File: src/rtl/rbk_pkg.sv
package rbk_pkg;

    localparam int DUMMY_BITS = 5;
    localparam int CHECK_BITS = 4;
    localparam int CRC_W      = 11;
    localparam int TAIL_HIGH  = 7;

    typedef enum logic [2:0] {
        PH_IDLE,
        PH_DUMMY,
        PH_FSTART,
        PH_DATA,
        PH_CHECK,
        PH_ESTART,
        PH_CRC,
        PH_TAIL
    } rbk_phase_e;

    typedef struct packed {
        logic bit_val;
        logic crc_acc;
        logic crc_sh;
        logic fs_load;
        logic fs_shift;
    } rbk_step_t;

    function automatic logic [CRC_W-1:0] crc_next(
        input logic [CRC_W-1:0] c,
        input logic             b,
        input logic [CRC_W-1:0] poly
    );
        logic fb;
        fb = c[CRC_W-1] ^ b;
        return {c[CRC_W-2:0], 1'b0} ^ (fb ? poly : '0);
    endfunction

endpackage

File: src/rtl/rbk_arm.sv
module rbk_arm (
    input  logic clk,
    input  logic rst,
    input  logic trig,
    input  logic cfg_done,
    input  logic busy,
    output logic start
);
    logic armed;

    assign start = armed && trig && cfg_done && !busy;

    always_ff @(posedge clk) begin
        if (rst)
            armed <= 1'b0;
        else if (start)
            armed <= 1'b0;
        else if (!busy && !trig)
            armed <= 1'b1;
    end
endmodule

File: src/rtl/rbk_crc.sv
module rbk_crc
    import rbk_pkg::*;
#(
    parameter logic [CRC_W-1:0] POLY = 11'h385
) (
    input  logic clk,
    input  logic rst,
    input  logic clr,
    input  logic acc,
    input  logic sh,
    input  logic din,
    output logic msb
);
    logic [CRC_W-1:0] crc_q;

    assign msb = crc_q[CRC_W-1];

    always_ff @(posedge clk) begin
        if (rst || clr)
            crc_q <= '0;
        else if (acc)
            crc_q <= crc_next(crc_q, din, POLY);
        else if (sh)
            crc_q <= {crc_q[CRC_W-2:0], 1'b0};
    end
endmodule

File: src/rtl/rbk_fstore.sv
module rbk_fstore #(
    parameter int W = 16
) (
    input  logic         clk,
    input  logic         rst,
    input  logic         load,
    input  logic         shift,
    input  logic [W-1:0] din,
    output logic         lsb
);
    logic [W-1:0] word_q;

    assign lsb = word_q[0];

    always_ff @(posedge clk) begin
        if (rst)
            word_q <= '0;
        else if (load)
            word_q <= din >> 1;
        else if (shift)
            word_q <= word_q >> 1;
    end
endmodule

File: src/rtl/rbk_stream.sv
module rbk_stream
    import rbk_pkg::*;
#(
    parameter int               NUM_FRAMES = 4,
    parameter int               FRAME_BITS = 16,
    parameter logic [CRC_W-1:0] CRC_POLY   = 11'h385,
    localparam int              AW         = (NUM_FRAMES > 1) ? $clog2(NUM_FRAMES) : 1
) (
    input  logic                  clk,
    input  logic                  rst,
    input  logic                  cfg_done,
    input  logic                  trig,
    output logic                  rip,
    output logic                  dout,
    output logic                  rd_en,
    output logic [AW-1:0]         rd_addr,
    input  logic [FRAME_BITS-1:0] rd_data
);
    localparam int MAXC = (FRAME_BITS > CRC_W) ? FRAME_BITS : CRC_W;
    localparam int CW   = $clog2(MAXC);

    localparam logic [CW-1:0] C_DUMMY_END = CW'(DUMMY_BITS - 1);
    localparam logic [CW-1:0] C_DATA_END  = CW'(FRAME_BITS - 1);
    localparam logic [CW-1:0] C_CHECK_END = CW'(CHECK_BITS - 1);
    localparam logic [CW-1:0] C_CRC_END   = CW'(CRC_W - 1);
    localparam logic [CW-1:0] C_HEAD_HIGH = CW'(2);
    localparam logic [CW-1:0] C_TAIL_FROM = CW'(FRAME_BITS - (TAIL_HIGH - CHECK_BITS));
    localparam logic [AW-1:0] LAST_FRM    = AW'(NUM_FRAMES - 1);

    rbk_phase_e      phase_q, phase_n;
    logic [CW-1:0]   cnt_q, cnt_n;
    logic [AW-1:0]   frm_q, frm_n;
    logic            dout_q;
    rbk_step_t       step;
    logic            start;
    logic            crc_msb;
    logic            fs_lsb;
    logic            raw_bit;
    logic            forced;

    rbk_arm u_arm (
        .clk      (clk),
        .rst      (rst),
        .trig     (trig),
        .cfg_done (cfg_done),
        .busy     (rip),
        .start    (start)
    );

    rbk_crc #(.POLY(CRC_POLY)) u_crc (
        .clk (clk),
        .rst (rst),
        .clr (start),
        .acc (step.crc_acc),
        .sh  (step.crc_sh),
        .din (step.bit_val),
        .msb (crc_msb)
    );

    rbk_fstore #(.W(FRAME_BITS)) u_fs (
        .clk   (clk),
        .rst   (rst),
        .load  (step.fs_load),
        .shift (step.fs_shift),
        .din   (rd_data),
        .lsb   (fs_lsb)
    );

    assign raw_bit = (cnt_q == '0) ? rd_data[0] : fs_lsb;
    assign forced  = ((frm_q == '0) && (cnt_q < C_HEAD_HIGH)) ||
                     ((frm_q == LAST_FRM) && (cnt_q >= C_TAIL_FROM));

    always_comb begin
        phase_n = phase_q;
        cnt_n   = cnt_q;
        frm_n   = frm_q;
        step    = '{bit_val: 1'b1, crc_acc: 1'b0, crc_sh: 1'b0,
                    fs_load: 1'b0, fs_shift: 1'b0};
        unique case (phase_q)
            PH_IDLE: begin
                if (start) begin
                    phase_n = PH_DUMMY;
                    cnt_n   = '0;
                    frm_n   = '0;
                end
            end
            PH_DUMMY: begin
                if (cnt_q == C_DUMMY_END) begin
                    phase_n = PH_FSTART;
                    cnt_n   = '0;
                end else begin
                    cnt_n = cnt_q + 1'b1;
                end
            end
            PH_FSTART: begin
                step.bit_val = 1'b0;
                step.crc_acc = 1'b1;
                phase_n      = PH_DATA;
                cnt_n        = '0;
            end
            PH_DATA: begin
                step.bit_val  = forced | raw_bit;
                step.crc_acc  = 1'b1;
                step.fs_load  = (cnt_q == '0);
                step.fs_shift = (cnt_q != '0);
                if (cnt_q == C_DATA_END) begin
                    phase_n = PH_CHECK;
                    cnt_n   = '0;
                end else begin
                    cnt_n = cnt_q + 1'b1;
                end
            end
            PH_CHECK: begin
                step.crc_acc = 1'b1;
                if (cnt_q == C_CHECK_END) begin
                    cnt_n = '0;
                    if (frm_q == LAST_FRM) begin
                        phase_n = PH_ESTART;
                    end else begin
                        phase_n = PH_FSTART;
                        frm_n   = frm_q + 1'b1;
                    end
                end else begin
                    cnt_n = cnt_q + 1'b1;
                end
            end
            PH_ESTART: begin
                step.bit_val = 1'b0;
                phase_n      = PH_CRC;
                cnt_n        = '0;
            end
            PH_CRC: begin
                step.bit_val = crc_msb;
                step.crc_sh  = 1'b1;
                if (cnt_q == C_CRC_END) begin
                    phase_n = PH_TAIL;
                    cnt_n   = '0;
                end else begin
                    cnt_n = cnt_q + 1'b1;
                end
            end
            PH_TAIL: begin
                phase_n = PH_IDLE;
            end
            default: phase_n = PH_IDLE;
        endcase
    end

    always_ff @(posedge clk) begin
        if (rst) begin
            phase_q <= PH_IDLE;
            cnt_q   <= '0;
            frm_q   <= '0;
            dout_q  <= 1'b1;
        end else begin
            phase_q <= phase_n;
            cnt_q   <= cnt_n;
            frm_q   <= frm_n;
            dout_q  <= step.bit_val;
        end
    end

    assign rip     = (phase_q != PH_IDLE);
    assign dout    = dout_q;
    assign rd_en   = (phase_q == PH_FSTART);
    assign rd_addr = frm_q;

endmodule

File: config.mk
export PLATFORM = sky130hd
export DESIGN_NAME = rbk_stream
export DESIGN_NICKNAME = d
export VERILOG_FILES = /design/src/rtl/rbk_pkg.sv /design/src/rtl/rbk_arm.sv /design/src/rtl/rbk_crc.sv /design/src/rtl/rbk_fstore.sv /design/src/rtl/rbk_stream.sv
export SDC_FILE = /design/constraint.sdc
export NUM_CORES = 1
export LEC_CHECK = 0
export ABC_CLOCK_PERIOD_IN_PS = 5860
export BUFFER_PORTS_ARGS = -buffer_cell sky130_fd_sc_hd__buf_2
export CELL_PAD_IN_SITES_DETAIL_PLACEMENT = 1
export CELL_PAD_IN_SITES_GLOBAL_PLACEMENT = 1
export CORE_AREA = 2 2 76 70
export CTS_BUF_LIST = sky130_fd_sc_hd__clkbuf_2
export CTS_CLUSTER_DIAMETER = 100
export DETAILED_ROUTE_END_ITERATION = 8
export DIE_AREA = 0 0 78 72
export PLACE_DENSITY = 0.9
export SLEW_MARGIN = 40
export SYNTH_ARGS = -nofsm -noshare
export SYNTH_HDL_FRONTEND = slang
export SYNTH_HIERARCHICAL = 1
export SYNTH_SLANG_ARGS = --single-unit
File: constraint.sdc
create_clock -name clk -period 5.86 [get_ports clk]
set_input_delay 0.293 -clock clk [delete_from_list [all_inputs] [get_ports clk]]
set_output_delay 0.293 -clock clk [all_outputs]
set_load 0.1 [all_outputs]
==> impl_metrics.csv, run 1 <==
group,metric,value,unit
status,outcome,"complete, no violations",
clock_network,cts_buffers,5,
global_route,grt_max_degree,29,
synthesis,synth-async-reset-ratio,0,%
sta,finalClockSkew,0.0222,ns
power,power_density,371,nW/µm²
setup_path,critPathMaxFanout,6,
die,die-area,5620,µm²
power,comb_power_share,41.0,%
power,p_sw_share,45.1,%
synthesis,yosys.cell_types.count,52,
sta,rsz0062_at_grt,"no",
setup_path,endpoint_kind,"flip-flop",
synthesis,synthTopCellsByCount,"dfxtp_1, nand2_1",
hold_path,hold_depth,2,
synthesis,synth.ff_latch_count,37,
sta,drv_slew,0,
clock_network,cts_tree,"built",
synthesis,avgSynthCellArea,9.13,µm²
synthesis,ys.flop_type,"dfxtp_1",
die,initial_core_util,43.9,%
clock_network,postCtsHoldBufs,0,
layout,seq_area,741,µm²
die,die_h,72,µm
clock_network,clock_sinks,37,
synthesis,synthCells,231,
global_route,grt_pass1_wl,8330,µm
power,ir_drop,0.358,mV
sta,setup_ws,3.22,ns
layout,area_growth,8.61,%
run,drv_cap,0,
layout,multi_input_area,1230,µm²
sta,max_freq,0.379,GHz
global_route,antenna_found_initial,0,
route,drcViolationCount,0,
clock_network,cts.clk_slew.worst_paths,0.21,ns
die,die_w,78,µm
route,wl_per_cell,16.0,µm
setup_path,crit_arrival,2.94,ns
route,vias,1754,
synthesis,ys_top_cells_by_area,"dfxtp_1, mux2i_1, a211oi_1",
clock_network,clockBufferDepth,2,
setup_path,reg2reg_depth,9,
global_route,grt_use_total,18.9,%
sta,hold_violations,0,
placed_design,place_congestion,0.804,
layout,antennaDiodeCount,0,
synthesis,synth_edf_count,0,
power,p_int,0.465,mW
synthesis,synth_top_area_share,35.1,%
die,io_pins,25,
setup_path,start_kind,"flip-flop",
synthesis,syn_nets,259,
synthesis,yosys.area.top_type,"dfxtp_1",
hold_path,hold_class,"input port to flip-flop",
placed_design,post-place-ws,3.10,ns
synthesis,ys_warn_count,6,
layout,fill_cells,587,
sta,max_slew_margin,54.1,%
synthesis,ys_seq_area_share,35.1,%
die,rows,24,
clock_network,cts_setup_buffers,0,
layout,drive_above_1_share,20.1,%
route,routed_wl,5020,µm
global_route,overflow,0,
power,clockPowerShare,20.2,%
sta,setup-violations-final,0,
sta,final.setup.tns,0,ns
setup_path,cp.required,6.16,ns
route,dr.pass1.iters,4,
sta,tightest_slew,0.686,ns
die,design.core.area,4800,µm²
placed_design,port_buffers,24,
clock_network,clock_latency,0.41,ns
synthesis,synthMostInstantiatedCell,"dfxtp_1",
clock_network,cts_resized,0,
clock_network,htreeDepth,2,
setup_path,crit_type,"flip-flop to flip-flop",
global_route,grt_pass1_vias,1785,
clock_network,cts_root_buffer,"clkbuf_2",
route,drt_iter0_markers,114,
layout,final_net_count,276,
power,p_leak,0.816,nW
sta,period_needed,2.64,ns
route,ant_nets,0,
placed_design,dp_hpwl,3630,µm
route,vias_per_cell,5.59,
power,switching_power,0.383,mW
power,seqPwrFrac,38.8,%
sta,finalCritPeriodShare,45.0,%
synthesis,netlist_area,2110,µm²
## sequential cells by signal, indices dropped and copies added, names as in the netlist
name / flops
u_fs/word_q: 15
cnt_q: 4
rd_addr: 2
u_arm/armed: 1
u_crc/crc_q: 11
phase_q: 3
dout: 1
## metal layers
| metal | track usage, % | vias up | share of wire, % |
|---|---|---|---|
| met5 | 0 | - | 0 |
| met4 | 8.38 | 0 | 2.1 |
| met3 | 4.98 | 11 | 3.5 |
| met2 | 30.2 | 38 | 47 |
| met1 | 24.2 | 837 | 47 |
| li1 | - | 868 | - |
## kinds of logic (layout without fill, tap and decap cells)
| group | count (synthesis) | count (layout) | share of synthesized area, % |
|---|---|---|---|
| AOI/OAI and AO/OA | 61 | 61 | 23.1 |
| xor gates and xnor gates | 1 | 1 | 0.772 |
| adders and majority gates | 8 | 8 | 4.75 |
| buffers and inverters | 24 | 42 | 6.41 |
| DFF | 37 | 37 | 35.1 |
| muxes | 16 | 16 | 7.60 |
| and+or+nand+nor | 84 | 84 | 22.2 |
## cell type report
class | count | share of cell area, %
repair buffers | 25 | 5.57
clock buffers | 5 | 1.09
multi-input cells | 170 | 53.9
inverters | 9 | 1.48
well taps | 65 | 3.55
clock inverters | 3 | 2.02
flip-flops and latches | 37 | 32.3
## worst max-delay path, stage by stage, from the launching register on
cell       delay (ns)
dfxtp_1          0.40
inv_1            0.14
ha_1             0.17
nor3b_1          0.39
mux2i_1          0.27
a21oi_1          0.13
a211o_1          0.27
xor2_2           0.19
and2_4           0.21
a2111oi_1        0.37
## cells in the final DEF (no fill, tap or decap), types with 5 or more instances in the layout
| cell type | count |
|---|---|
| nand2b_1 | 7 |
| inv_1 | 9 |
| mux2i_1 | 16 |
| ha_1 | 8 |
| nor2_1 | 14 |
| buf_2 | 24 |
| nor2b_1 | 15 |
| nand2_1 | 19 |
| clkbuf_2 | 5 |
| a21oi_1 | 16 |
| dfxtp_1 | 37 |
| a211oi_1 | 16 |
## per-stage QoR
step / util, % / area (µm²) / instances / power, mW / hold slack, ns
after floorplan: - / 2110 / 231 / 0.616 / 0.366
after global placement: 46.1 / 2220 / 306 / 0.664 / 0.441
after CTS: 47.6 / 2290 / 314 / 0.854 / 0.0757
after global routing: 47.7 / 2290 / 314 / 0.897 / 0.0775
after detailed placement: 46.1 / 2220 / 306 / 0.678 / 0.452
final: 47.7 / 2290 / 314 / 0.848 / 0.105
## path summary, 6_finish.rpt
path,start,to,slack [ns]
max reg2reg,cnt_q[0]$_SDFFE_PP0P_,u_crc/crc_q[8]$_SDFFE_PP0P_,3.22
max,cnt_q[0]$_SDFFE_PP0P_,u_crc/crc_q[8]$_SDFFE_PP0P_,3.22
min,trig,u_arm/armed$_SDFFE_PP0P_,0.11
min reg2reg,u_crc/crc_q[5]$_SDFFE_PP0P_,u_crc/crc_q[6]$_SDFFE_PP0P_,0.47
## power by group through the flow
| stage | clock (mW) | combinational, mW | sequential, mW |
|---|---|---|---|
| global route | 0.186 | 0.375 | 0.336 |
| global placement | 0 | 0.333 | 0.331 |
| floorplan | 0 | 0.298 | 0.318 |
| detailed placement | 0 | 0.344 | 0.334 |
| CTS | 0.177 | 0.347 | 0.329 |
| finish | 0.171 | 0.348 | 0.330 |
Note: power is estimated with default switching activity, not from simulation.
==> inputs of run 2 (changes only) <==
- ABC_CLOCK_PERIOD_IN_PS: 5860 -> 2400
- CORE_AREA: 2 2 76 70 -> 2 2 79 74
- DIE_AREA: 0 0 78 72 -> 0 0 81 76
- PLACE_DENSITY: 0.9 -> 0.87
- clock period: 5.86 -> 2.4 ns (I/O delays scaled with it)
==> run 2 against run 1 <==
  * The run now ends with hold timing left
  * Combinational power rose to 2.8 times the previous value
  * Sequential power rose by 140%
  * Clock skew fell by 0.016 ns
  * Via count is 6.5% higher
  * Fmax grew 14%
  * Global-route usage up 0.21 points
  * Final cell count grew 7.6%
  * Critical endpoint is now u_crc/crc_q[9]$_SDFFE_PP0P_
  * Largest cell class unchanged
==> impl_metrics.csv, run 2 (synthesis results as in run 1) <==
group,metric,value,unit
status,outcome,"finished with violations",
status,violations,"hold timing",
clock_network,cts.clk_slew.worst_paths,0.19,ns
sta,tightest_slew,0.572,ns
layout,fill_cells,651,
setup_path,crit_arrival,2.62,ns
setup_path,endpoint_kind,"flip-flop",
layout,area_growth,18.6,%
die,io_pins,25,
power,total_power,2.14,mW
clock_network,clock_sinks,37,
placed_design,dp_hpwl,3810,µm
global_route,grt_use_total,19.1,%
sta,max_freq,0.433,GHz
route,dr.pass1.iters,4,
layout,multi_input_area,1280,µm²
route,met2WireLength,2770,µm
setup_path,crit_type,"flip-flop to flip-flop",
clock_network,cts_root_buffer,"clkbuf_2",
route,wl_met1,2510,µm
die,die_h,76,µm
sta,period_needed,2.31,ns
layout,final_cells,338,
sta,max_slew_margin,61.9,%
die,initial_core_util,39.0,%
clock_network,cts_buffers,5,
global_route,antenna_found_initial,0,
global_route,overflow,0,
route,wl_per_cell,16.3,µm
sta,holdWs,-0.00936,ns
route,dr_wl_met3,143,µm
sta,finalCritPeriodShare,96.2,%
power,power_density,858,nW/µm²
setup_path,cp.required,2.71,ns
die,die-area,6160,µm²
die,die_w,81,µm
sta,rsz0062_at_grt,"yes",
layout,final_net_count,296,
route,highest_layer,"met4",
placed_design,dp_cells,321,
clock_network,cts_tree,"built",
clock_network,htreeDepth,2,
clock_network,clockBufferDepth,2,
layout,largest_reg_flops,15,
route,vias_per_cell,5.53,
run,drv_cap,0,
global_route,grt_max_degree,29,
sta,setup-violations-final,0,
global_route,grt_pass1_vias,1976,
clock_network,clock_latency,0.40,ns
setup_path,start_kind,"flip-flop",
route,routed_wl,5510,µm
sta,drv_slew,0,
layout,layout_common_cells,"dfxtp_1, buf_2, nand2_1",
hold_path,hold_class,"input port to flip-flop",
route,drcViolationCount,0,
layout,final_common_cell,"dfxtp_1",
placed_design,port_buffers,24,
route,ant_nets,0,
sta,hold_violations,1,
power,ir_drop,0.916,mV
route,vias,1868,
placed_design,place_congestion,0.776,
layout,top_register,"u_fs/word_q",
layout,antennaDiodeCount,0,
die,design.core.area,5400,µm²
power,p_leak,0.926,nW
layout,final_core_util,46.3,%
layout,reg_top3,"u_fs/word_q (15), u_crc/crc_q (11), cnt_q (4)",
setup_path,critPathMaxFanout,6,
die,rows,26,
layout,seq_area,743,µm²
layout,drive_above_1_share,26.1,%
sta,finalClockSkew,0.00635,ns
global_route,grt_pass1_wl,9250,µm
route,drt_iter0_markers,76,
run 2: cell types whose count changed in the layout (fill, tap and decap cells not counted), sizes merged:
cell,previous run,this run
buf,25,37
dlygate4sd3,0,8
clkinvlp,1,0
run 2: final cells by class:
cell class              count  area share, %
clock buffers               5           1.00
flip-flops and latches     37           29.7
clock inverters             2           1.40
inverters                   9           1.35
repair buffers             45           11.9
multi-input cells         170           51.1
well taps                  70           3.50
run 2: where the power goes:
part | switching, mW | internal [mW]
combinational | 0.642 | 0.328
sequential | 0.0888 | 0.696
clock | 0.219 | 0.169
run 2: final timing paths:
path,cells past startpoint,to,slack (ns),start
worst min-delay path,3,u_fs/word_q[9]$_SDFFE_PP0P_,-0.009,rd_data[10]
worst max register to register,9,u_crc/crc_q[9]$_SDFFE_PP0P_,0.09,cnt_q[0]$_SDFFE_PP0P_
worst min register to register,2,u_crc/crc_q[3]$_SDFFE_PP0P_,0.47,u_crc/crc_q[3]$_SDFFE_PP0P_
worst max-delay path,9,u_crc/crc_q[9]$_SDFFE_PP0P_,0.09,cnt_q[0]$_SDFFE_PP0P_
run 2: per-layer routing:
metal | vias up | track usage (%)
met5 | - | 0
met4 | 0 | 6.10
met3 | 9 | 4.15
met2 | 36 | 31.6
met1 | 910 | 24.5
li1 | 913 | -
run 2: per-stage QoR:
| stage | area (µm²) | worst slack (ns) | setup TNS (ns) |
|---|---|---|---|
| 2_1_floorplan | 2120 | 0.0119 | 0 |
| 3_3_place_gp | 2310 | 0.0564 | 0 |
| 3_5_place_dp | 2310 | -0.126 | -0.334 |
| 4_1_cts | 2460 | 0.0395 | 0 |
| 5_1_grt | 2500 | -0.0116 | -0.0215 |
| 6_report | 2500 | 0.0906 | 0 |
run 2: worst max-delay path, stage by stage, from the launching register on:
cell and delay, ns:
dfxtp_1 0.36, inv_2 0.09, ha_2 0.19, nor3b_4 0.21, mux2i_1 0.24, a21oi_1 0.11, a211o_1 0.27, xor2_2 0.19
and2_4 0.20, a2111oi_1 0.35
run 2: what timing repair did:
action | CTS | global route
setup buffers | 1 | 1
setup endpoints to repair | 4 | 4
gates resized for setup | 3 | 5
hold buffers | 6 | 2
endpoints found under the hold margin | 6 | 2
